[src/rtl/i2c_ee_pkg.sv]
// Package: shared types for the serial EEPROM target.
// Assumes: nothing beyond IEEE 1800-2017.
package i2c_ee_pkg;

    // Protocol phases of the target controller.
    typedef enum logic [2:0] {
        ST_IDLE,     // waiting for START
        ST_DEV,      // shifting in the device byte
        ST_DEV_ACK,  // driving ACK for the device byte
        ST_WR,       // shifting in a write byte
        ST_WR_ACK,   // driving ACK for a write byte
        ST_RD,       // shifting out a read byte
        ST_RD_ACK,   // sampling the master ACK/NACK
        ST_WAIT      // silent until START or STOP
    } ee_state_e;

endpackage

[src/rtl/i2c_ee_sync.sv]
// Module: i2c_ee_sync
// Synchronises SCL and SDA into the clk domain and derives clock edges
// and START/STOP events from the synchronised copies.
// Assumes: clk runs several times faster than SCL; STAGES >= 2.
module i2c_ee_sync #(
    parameter int STAGES = 2
) (
    input  logic clk,
    input  logic rst_n,
    input  logic scl_i,
    input  logic sda_i,
    output logic scl_s,
    output logic sda_s,
    output logic scl_rise,
    output logic scl_fall,
    output logic start_det,
    output logic stop_det
);

    logic [STAGES-1:0] scl_pipe;
    logic [STAGES-1:0] sda_pipe;
    logic              scl_d;
    logic              sda_d;

    // Shift both lines through the synchroniser and keep one delayed copy.
    always_ff @(posedge clk) begin
        if (!rst_n) begin
            scl_pipe <= '1;
            sda_pipe <= '1;
            scl_d    <= 1'b1;
            sda_d    <= 1'b1;
        end else begin
            scl_pipe <= {scl_pipe[STAGES-2:0], scl_i};
            sda_pipe <= {sda_pipe[STAGES-2:0], sda_i};
            scl_d    <= scl_pipe[STAGES-1];
            sda_d    <= sda_pipe[STAGES-1];
        end
    end

    // Edge and condition decode from the synchronised samples.
    always_comb begin
        scl_s     = scl_pipe[STAGES-1];
        sda_s     = sda_pipe[STAGES-1];
        scl_rise  = scl_s & ~scl_d;
        scl_fall  = ~scl_s & scl_d;
        start_det = scl_s & scl_d & sda_d & ~sda_s;
        stop_det  = scl_s & scl_d & ~sda_d & sda_s;
    end

endmodule

[src/rtl/i2c_ee_store.sv]
// Module: i2c_ee_store
// Register-array backing store with a combinational read port, a bus
// write port and a parallel load port that wins on a collision.
// Assumes: contents are undefined until loaded; no reset of the array.
module i2c_ee_store #(
    parameter int AW = 8,
    parameter int DW = 8
) (
    input  logic          clk,
    input  logic          rst_n,
    input  logic          init_we,
    input  logic [AW-1:0] init_addr,
    input  logic [DW-1:0] init_data,
    input  logic          wr_en,
    input  logic [AW-1:0] wr_addr,
    input  logic [DW-1:0] wr_data,
    input  logic [AW-1:0] rd_addr,
    output logic [DW-1:0] rd_data
);

    localparam int DEPTH = 1 << AW;

    logic [DW-1:0] mem_q [DEPTH];

    // Store a byte: the load port first, then the bus.
    always_ff @(posedge clk) begin
        if (init_we) begin
            mem_q[init_addr] <= init_data;
        end else if (wr_en) begin
            mem_q[wr_addr] <= wr_data;
        end
    end

    // Read the byte under the pointer.
    assign rd_data = mem_q[rd_addr];

    // a load strobe leaves its value at its location.
    a_r10_init_lands: assert property (@(posedge clk) disable iff (!rst_n)
        init_we |=> mem_q[$past(init_addr)] == $past(init_data));

endmodule

[src/rtl/i2c_ee_ctrl.sv]
// Module: i2c_ee_ctrl
// Protocol engine: matches the device byte, runs write and read phases,
// owns the persistent word pointer and the open-drain SDA drive.
// Assumes: edge/condition strobes come from i2c_ee_sync; one bus byte is
// DW bits; the pointer is AW bits and loads from the low bits of a byte.
module i2c_ee_ctrl
    import i2c_ee_pkg::*;
#(
    parameter int         AW       = 8,
    parameter int         DW       = 8,
    parameter logic [6:0] DEV_ADDR = 7'b1010000
) (
    input  logic          clk,
    input  logic          rst_n,
    input  logic          scl_s,
    input  logic          sda_s,
    input  logic          scl_rise,
    input  logic          scl_fall,
    input  logic          start_det,
    input  logic          stop_det,
    input  logic          wp,
    input  logic [DW-1:0] rd_data,
    output logic [AW-1:0] ptr,
    output logic          wr_en,
    output logic [DW-1:0] wr_data,
    output logic          sda_oe
);

    localparam int CNT_W = $clog2(DW + 1);
    localparam logic [CNT_W-1:0] LAST = CNT_W'(DW);

    ee_state_e      state_q;
    logic [CNT_W-1:0] cnt_q;
    logic [DW-1:0]  sh_q;
    logic [DW-1:0]  tx_q;
    logic           rw_q;
    logic           first_q;
    logic           mack_q;
    logic [AW-1:0]  ptr_q;
    logic           oe_q;
    logic           byte_end;
    logic           ptr_load;

    // Decode the end of a received write byte and what it does.
    always_comb begin
        byte_end = (state_q == ST_WR) && scl_fall && (cnt_q == LAST)
                   && !start_det && !stop_det;
        ptr_load = byte_end && first_q;
        wr_en    = byte_end && !first_q && !wp;
        wr_data  = sh_q;
    end

    assign ptr    = ptr_q;
    assign sda_oe = oe_q;

    // Main protocol sequencer.
    always_ff @(posedge clk) begin
        if (!rst_n) begin
            state_q <= ST_IDLE;
            cnt_q   <= '0;
            sh_q    <= '0;
            tx_q    <= '0;
            rw_q    <= 1'b0;
            first_q <= 1'b0;
            mack_q  <= 1'b0;
            ptr_q   <= '0;
            oe_q    <= 1'b0;
        end else if (start_det) begin
            state_q <= ST_DEV;
            cnt_q   <= '0;
            oe_q    <= 1'b0;
        end else if (stop_det) begin
            state_q <= ST_IDLE;
            oe_q    <= 1'b0;
        end else begin
            case (state_q)
                ST_DEV: begin
                    if (scl_rise) begin
                        sh_q  <= {sh_q[DW-2:0], sda_s};
                        cnt_q <= cnt_q + 1'b1;
                    end else if (scl_fall && cnt_q == LAST) begin
                        if (sh_q[DW-1 -: 7] == DEV_ADDR) begin
                            oe_q    <= 1'b1;
                            rw_q    <= sh_q[0];
                            state_q <= ST_DEV_ACK;
                        end else begin
                            state_q <= ST_WAIT;
                        end
                    end
                end
                ST_DEV_ACK: begin
                    if (scl_fall) begin
                        cnt_q <= '0;
                        if (rw_q) begin
                            tx_q    <= rd_data;
                            oe_q    <= ~rd_data[DW-1];
                            state_q <= ST_RD;
                        end else begin
                            oe_q    <= 1'b0;
                            first_q <= 1'b1;
                            state_q <= ST_WR;
                        end
                    end
                end
                ST_WR: begin
                    if (scl_rise) begin
                        sh_q  <= {sh_q[DW-2:0], sda_s};
                        cnt_q <= cnt_q + 1'b1;
                    end else if (byte_end) begin
                        oe_q    <= 1'b1;
                        first_q <= 1'b0;
                        ptr_q   <= first_q ? AW'(sh_q) : ptr_q + 1'b1;
                        state_q <= ST_WR_ACK;
                    end
                end
                ST_WR_ACK: begin
                    if (scl_fall) begin
                        oe_q    <= 1'b0;
                        cnt_q   <= '0;
                        state_q <= ST_WR;
                    end
                end
                ST_RD: begin
                    if (scl_rise) begin
                        cnt_q <= cnt_q + 1'b1;
                    end else if (scl_fall && cnt_q == LAST) begin
                        oe_q    <= 1'b0;
                        ptr_q   <= ptr_q + 1'b1;
                        state_q <= ST_RD_ACK;
                    end else if (scl_fall && cnt_q != '0) begin
                        tx_q <= tx_q << 1;
                        oe_q <= ~tx_q[DW-2];
                    end
                end
                ST_RD_ACK: begin
                    if (scl_rise) begin
                        mack_q <= ~sda_s;
                    end else if (scl_fall) begin
                        if (mack_q) begin
                            tx_q    <= rd_data;
                            oe_q    <= ~rd_data[DW-1];
                            cnt_q   <= '0;
                            state_q <= ST_RD;
                        end else begin
                            state_q <= ST_WAIT;
                        end
                    end
                end
                default: ;
            endcase
        end
    end

    // the SDA drive only moves after a cycle with SCL low.
    a_r6_sda_moves_scl_low: assert property (@(posedge clk) disable iff (!rst_n)
        !$stable(oe_q) |-> !$past(scl_s));

    // in the silent state the line is never pulled.
    a_r7_wait_silent: assert property (@(posedge clk) disable iff (!rst_n)
        (state_q == ST_WAIT) |-> !oe_q);

    // apart from a load, the pointer only ever steps by one.
    a_r4_ptr_steps: assert property (@(posedge clk) disable iff (!rst_n)
        (!$stable(ptr_q) && !$past(ptr_load)) |-> ptr_q == AW'($past(ptr_q) + 1'b1));

    // a master NACK releases SDA and parks the engine.
    a_r8_nack_parks: assert property (@(posedge clk) disable iff (!rst_n)
        (state_q == ST_RD_ACK && scl_fall && !mack_q && !start_det && !stop_det)
            |=> (state_q == ST_WAIT && !oe_q));

    // STOP idles the engine and leaves the pointer alone.
    a_r11_stop_idles: assert property (@(posedge clk) disable iff (!rst_n)
        stop_det |=> (state_q == ST_IDLE && !oe_q && $stable(ptr_q)));

endmodule

[src/rtl/i2c_ee_slave.sv]
// Module: i2c_ee_slave (top)
// Serial EEPROM target: 2^AW bytes of DW bits, single-byte word pointer
// shared by reads and writes, write protect, parallel load port.
// Assumes: external pull-up; sda_oe high pulls SDA low.
module i2c_ee_slave #(
    parameter int         AW          = 8,
    parameter int         DW          = 8,
    parameter int         SYNC_STAGES = 2,
    parameter logic [6:0] DEV_ADDR    = 7'b1010000
) (
    input  logic          clk,
    input  logic          rst_n,
    input  logic          scl_i,
    input  logic          sda_i,
    output logic          sda_oe,
    input  logic          wp,
    input  logic          init_we,
    input  logic [AW-1:0] init_addr,
    input  logic [DW-1:0] init_data
);

    logic          scl_s;
    logic          sda_s;
    logic          scl_rise;
    logic          scl_fall;
    logic          start_det;
    logic          stop_det;
    logic [AW-1:0] ptr;
    logic          wr_en;
    logic [DW-1:0] wr_data;
    logic [DW-1:0] rd_data;

    i2c_ee_sync #(.STAGES(SYNC_STAGES)) u_sync (
        .clk       (clk),
        .rst_n     (rst_n),
        .scl_i     (scl_i),
        .sda_i     (sda_i),
        .scl_s     (scl_s),
        .sda_s     (sda_s),
        .scl_rise  (scl_rise),
        .scl_fall  (scl_fall),
        .start_det (start_det),
        .stop_det  (stop_det)
    );

    i2c_ee_store #(.AW(AW), .DW(DW)) u_store (
        .clk       (clk),
        .rst_n     (rst_n),
        .init_we   (init_we),
        .init_addr (init_addr),
        .init_data (init_data),
        .wr_en     (wr_en),
        .wr_addr   (ptr),
        .wr_data   (wr_data),
        .rd_addr   (ptr),
        .rd_data   (rd_data)
    );

    i2c_ee_ctrl #(.AW(AW), .DW(DW), .DEV_ADDR(DEV_ADDR)) u_ctrl (
        .clk       (clk),
        .rst_n     (rst_n),
        .scl_s     (scl_s),
        .sda_s     (sda_s),
        .scl_rise  (scl_rise),
        .scl_fall  (scl_fall),
        .start_det (start_det),
        .stop_det  (stop_det),
        .wp        (wp),
        .rd_data   (rd_data),
        .ptr       (ptr),
        .wr_en     (wr_en),
        .wr_data   (wr_data),
        .sda_oe    (sda_oe)
    );

endmodule

[config.mk]
export PLATFORM = sky130hd
export DESIGN_NAME = i2c_ee_slave
export DESIGN_NICKNAME = d
export VERILOG_FILES = /design/src/rtl/i2c_ee_pkg.sv /design/src/rtl/i2c_ee_sync.sv /design/src/rtl/i2c_ee_store.sv /design/src/rtl/i2c_ee_ctrl.sv /design/src/rtl/i2c_ee_slave.sv
export SDC_FILE = /design/constraint.sdc
export NUM_CORES = 2
export LEC_CHECK = 0
export ABC_AREA = 1
export BUFFER_PORTS_ARGS = -buffer_cell sky130_fd_sc_hd__clkbuf_2
export CORE_ASPECT_RATIO = 1.1
export CORE_UTILIZATION = 68
export DETAILED_ROUTE_END_ITERATION = 10
export GPL_ROUTABILITY_DRIVEN = 0
export PLACE_DENSITY_LB_ADDON = 0.1
export SLEW_MARGIN = 10
export SYNTH_ARGS = -nofsm -noshare
export SYNTH_HDL_FRONTEND = slang
export SYNTH_HIERARCHICAL = 1
export SYNTH_SLANG_ARGS = --single-unit
[constraint.sdc]
create_clock -name clk -period 8.75 [get_ports clk]
set_input_delay 0.4375 -clock clk [delete_from_list [all_inputs] [get_ports clk]]
set_output_delay 0.4375 -clock clk [all_outputs]
set_load 0.05 [all_outputs]
* After elaboration in Yosys (flattened, before gate mapping)
Memories as Yosys holds them, arrays and structs flattened. A register that Yosys moved wholly into a read port is not among the register bits.
Index checks and enable logic that the tools add are counted.
** Operators by class
- $add $sub $neg :: 2
- Eq/ne operators :: 37
- Mux-type cells :: 67
- Bitwise operators :: 17
- Reduce and logical (&&, ||, !) cells :: 35
** Operator list (number)
- 2-to-1 mux 8 bit :: 9
- 2-to-1 mux 7 bit :: 8
- 2-to-1 mux 3 bit :: 12
- AND reduction 11 bit :: 3
- 2-to-1 mux 1 bit :: 26
- != test 2 x 1 -> 1 bit (second input constant) :: 12
- != test 4 x 1 -> 1 bit (second input constant) :: 6
- one-hot mux 7 bit (3 select lines) :: 1
- AND reduction 7 bit :: 3
- 2-to-1 mux 4 bit :: 5
- one-hot mux 3 bit (6 select lines) :: 1
- != test 4 x 2 -> 1 bit (second input constant) :: 4
- one-hot mux 8 bit (2 select lines) :: 1
- AND reduction 13 bit :: 1
- != test 2 bit (second input constant) :: 6
- one-hot mux 4 bit (3 select lines) :: 1
- NOT 1 bit :: 10
- == test 3 bit (second input constant) :: 3
- adder 8 x 1 -> 8 bit (second input constant) :: 1
- logical AND 1 bit :: 8
- AND reduction 4 bit :: 2
- nonzero test 8 bit :: 1
- OR reduction 8 bit :: 1
- AND 1 bit :: 7
- other kinds (17) :: 26
** Storage, ports and cells
- Register bits :: 40
- Memory bits (writable) :: 2048
- Word-level logic and storage cells :: 173
- Memories :: 1
** Memories
- u_store.mem_q :: depth 256, bits a word 8, read ports 1, clocked after memory_dff 1, wr ports 1, line i2c_ee_store.sv:23 : logic [DW-1:0] mem_q [DEPTH];

* Depth between registers and ports, before layout
- Word-level depth :: 13
- Depth in mapped cells :: 20
- Mapped depth without buffers :: 16

* Modules after synthesis
Netlist, hierarchy kept.
** By module, submodules not included
- i2c_ee_store :: times used 1, cells an instance 7034, area each 83446.3 um^2, sequential area each 61499.0 um^2
- i2c_ee_ctrl :: times used 1, cells an instance 384, area each 2314.7 um^2, sequential area each 680.7 um^2
- i2c_ee_sync :: times used 1, cells an instance 27, area each 198.9 um^2, sequential area each 120.1 um^2

* Worst setup path after synthesis
OpenSTA, ideal clock, no wires.
- Path type :: register -> register
- Start :: register u_sync.scl_d
- End :: memory u_store.mem_q[0][4], data pin
- Data arrival time :: 3566 ps
- Required time :: 8193 ps
- Path slack :: 4628 ps
- Cell stages (with the launch flop) :: 11
- Buffers on the path :: 1
- Cell sequence :: dfxtp_1 inv_1 nor2_1 nand2_1 clkinv_1 nand2_2 nor3_1 nor3b_1 nand2_2 buf_2 mux2_2
** On the way
- Elaborated cells between the ends (all ways) :: 19
- Those cells by class :: mux (4); bitwise (6); reduce/logical (9)
** RTL lines
- from (decl) :: line i2c_ee_sync.sv:22 : logic scl_d;
- from (signal assigned) :: line i2c_ee_sync.sv:35 : scl_d <= scl_pipe[STAGES-1];
- AND 1 bit :: line i2c_ee_sync.sv:45 : scl_fall = ~scl_s & scl_d;
- via scl_fall :: line i2c_ee_slave.sv:25 : logic scl_fall;
- logical AND 1 bit (2 in a row) :: line i2c_ee_ctrl.sv:46 : byte_end = (state_q == ST_WR) && scl_fall && (cnt_q == LAST)
- logical AND 1 bit (2 in a row) :: line i2c_ee_ctrl.sv:47 : && !start_det && !stop_det;
- logical AND 1 bit (2 in a row) :: line i2c_ee_ctrl.sv:49 : wr_en = byte_end && !first_q && !wp;
- via wr_en :: line i2c_ee_slave.sv:29 : logic wr_en;
- 2-to-1 mux 1 bit :: line i2c_ee_store.sv:29 : end else if (wr_en) begin
- 2-to-1 mux 1 bit :: line i2c_ee_store.sv:27 : if (init_we) begin
- 2-to-1 mux 1 bit (not written as such) :: line i2c_ee_store.sv:30 : mem_q[wr_addr] <= wr_data;
- OR reduction 8 bit (no line)
- 2-to-1 mux 8 bit (no line)
- to (decl) :: line i2c_ee_store.sv:23
The timed path passes the listed nets, and every way through them passes these cells.

* Worst setup path after layout
- Start :: register u_sync.scl_d
- End :: memory u_store.mem_q[61][2] (enable)
** On the way
- Elaborated cells between the ends (all ways) :: 20
- Those cells by class :: mux (5); bitwise (6); reduce/logical (9)
** RTL lines (line)
- AND 1 bit (*) :: i2c_ee_sync.sv:45
- via scl_fall :: i2c_ee_slave.sv:25
- logical AND 1 bit (*) (2 in a row) :: i2c_ee_ctrl.sv:46
- logical AND 1 bit (*) (2 in a row) :: i2c_ee_ctrl.sv:47
- logical AND 1 bit (*) (2 in a row) :: i2c_ee_ctrl.sv:49
- via wr_en :: i2c_ee_slave.sv:29
- 2-to-1 mux 1 bit (*) :: i2c_ee_store.sv:29
- 2-to-1 mux 1 bit (*) :: i2c_ee_store.sv:27
- 2-to-1 mux 1 bit (not written as such) (*) :: i2c_ee_store.sv:30
- OR reduction 8 bit (no line)
- 2-to-1 mux 8 bit (no line) / 2-to-1 mux 1 bit (equally long branches)
The timed path passes the listed nets; every way through them passes the cells marked *.

==> results.ini <==
[sta]
clock_skew_ns=0.02652
period_share_pct=62.41
slew_headroom_pct=23.30
fmax_mhz=183.1
hold_viol=0
tns_ns=0
worst_pin_slew_ns=1.148
rsz0062_at_grt=no
fin_crit_ns=5.461
setup_violations=0
drv_slew=0

[synth]
synth_ff_type=edfxtp_1
synth_fa_ha_area_share_pct=0.04367
synth.distinct_cells=36
syn-num-nets=7470
synth_top_family_by_area=simple AND/OR/NAND/NOR gates
synth_edf_count=2048
synth_compound_area_share_pct=0.4119
yosys_warnings=6
ys_seq_area_share_pct=72.48
synth_area_sq_mm=0.08596
synthSimpleGateAreaFrac_pct=23.63
synthCells=7445
synthMuxAreaShare_pct=0.1048
avgSynthCellArea_sq_um=11.55
synth-xor-area-share_pct=0.03057
synth-seq-cells=2088
synthArstFlopShare_pct=0

[clock_tree]
cts_resized=0
htreeDepth=4
cts_buffer_depth=3
cts.sinks=2088
cts_root_buf=clkbuf_16
tritoncts=done
post_cts_buffers=0
cts_buffers=192
clk_pin_slew_ns=0.06
clk_latency_ns=0.84
hold_buffers=2

[drt]
top_layer_used=met5
wirelength_um=227900
dr_wl_met3_um=27340
route.detailed.drc=1
wl_per_cell_um=25.17
vias_per_cell=6.423
dr.pass1.iters=11
drt-initial-drc-count=8922
met1Wirelength_um=81800
detail-route-antenna-nets=0
wl_met2_um=107700
vias=58180

[worst_setup_path]
endpoint_kind=flip-flop
path_buf_inv=2
slowest_stage=nand2_1
reg2reg_to=u_store/mem_q[61][2]
critPathMaxFanout=24
worstRegToRegCells=13
crit_family=simple AND/OR/NAND/NOR gates
worstPathArrival_ns=5.91
cp.required_ns=9.19
crit_path_cell_trace=inv_1 -> nor2_1 -> nand2_1 -> clkinv_1 -> nand2_2 -> nor3_1 -> nor3b_1 -> nand2_2 -> nand2_1 -> o21ai_1 -> nor2_1 -> nand2_1 -> nor2_1
startpoint_type=flip-flop
rr_startpoint=u_sync/scl_d
critPathKind=reg -> reg
max_stage_delay_ns=0.88
rrSetupSlack_ns=3.29

[layout]
diodes=0
final_nets=7265
synthToLayoutAreaGrowth_pct=8.269
drive_gt1_share_pct=6.025
layout_commonest_cell=nand2_1
instances_no_fill=9058
final_cell_mix=nand2_1 (2245), edfxtp_1 (2048), nand3_1 (2036)

[grt]
globalRouteTotalUtil_pct=35.68
grt_max_degree=243
antenna_found_initial=5
grt_pass1_vias=55360
grt_overflow=0
grt_pass1_wl_um=335000

[floorplan]
core_sq_mm=0.1252
initial_core_util_pct=68.64
io-pin-count=23
die_area_sq_mm=0.1278
fp.dieW_um=341
rows=136
die_h_um=374.9

[power_and_ir_drop]
p_leak_nw=32.28
p_per_area_mw_per_mm2=257.2
ir_drop_mv=0.2140

[placement]
hpwl_um=129200
io_buffer_count=22
dpl.cell_count=8700

[status]
violations=DRC
outcome=complete, but fails checks

[job]
max_cap_viol_count=0

[hold_path]
min_path_cells=2
min_path_type=in -> reg
hp-start=rst_n
hold_end=u_sync/scl_d

[report_power, final]
group / switching, mW / internal (mW) / total [mW]
registers: 0.0928 / 11.0 / 11.1
logic: 3.21 / 1.08 / 4.29
clock network: 3.59 / 4.93 / 8.53
total: 6.89 / 17.0 / 23.9
[worst max-delay path by stage]
stage                 start                    end  slack, ns  depth (start not counted)
2_1_floorplan  u_sync/scl_d    u_store/mem_q[0][4]       4.63                         10
3_3_place_gp   u_sync/scl_d  u_store/mem_q[170][2]       3.58                         13
3_5_place_dp   u_sync/scl_d  u_store/mem_q[164][0]       3.45                         13
4_1_cts        u_sync/scl_d  u_store/mem_q[172][4]       3.44                         13
5_1_grt        u_sync/scl_d  u_store/mem_q[121][4]       2.85                         16
6_report       u_sync/scl_d   u_store/mem_q[61][2]       3.29                         13
[worst register-to-register path, delay by kind of cell (launching register included)]
family	cells	cell delay [ns]
flops	1	0.35
simple gates	10	4.51
compound gates	1	0.13
buf+inv	2	0.11
[sequential cells by signal, summed over array words and instances (netlist names), 2 cells and up]
signal / flops
u_ctrl/ptr: 8
u_ctrl/cnt_q: 4
u_ctrl/state_q: 3
u_ctrl/tx_q: 7
u_sync/sda_pipe: 2
u_sync/scl_pipe: 2
u_store/mem_q: 2048
u_ctrl/wr_data: 8
[Yosys cell counts, types with 9 or more instances]
library cell / count / area, sq um
buf_1: 54 / 202.7
o21ai_0: 33 / 165.2
nor2_2: 9 / 56.30
edfxtp_1: 2048 / 61500
nand3_1: 2036 / 10190
buf_2: 307 / 1536
nor2_1: 359 / 1348
nand2_1: 2245 / 8427
inv_2: 10 / 37.54
clkbuf_1: 69 / 259.0
a21oi_1: 21 / 105.1
dfxtp_1: 40 / 800.8
buf_4: 55 / 412.9
inv_1: 86 / 322.8
[area by class of cell]
cell class / count / area, sq um
clock inverter: 130 / 1453
sequential: 2088 / 62320
fill: 8202 / 32170
tap: 1656 / 2072
multi-input combinational: 4766 / 20940
timing repair buffer: 90 / 850.8
clock buffer: 226 / 5017
inverter: 102 / 419.2
[kinds of logic after synthesis]
group / after synthesis
DFF: 2088
AOI/OAI and AO/OA: 66
and+or+nand+nor: 4686
buffers and inverters: 591
adders and majority gates: 3
xor gates and xnor gates: 3
muxes: 8
[through the flow]
step	util, %	area (sq um)	setup WS [ns]	total power, mW	hold WS (ns)
6_report	74.31	93070	3.289	23.94	0.1667
5_1_grt	74.31	93070	2.855	24.65	0.1730
4_1_cts	74.31	93070	3.440	23.84	0.1100
3_5_place_dp	69.13	86580	3.451	15.44	0.4216
3_3_place_gp	69.13	86580	3.582	15.38	0.4242
2_1_floorplan	-	85960	4.628	14.18	0.3795
[layer usage]
metal / global-route usage (%) / up-vias
met4: 17.05 / 4
met5: 0 / -
li1: - / 25810
met3: 7.725 / 667
met2: 56.95 / 3964
met1: 47.14 / 27730
No activity file was read; power rests on OpenSTA's default activity.
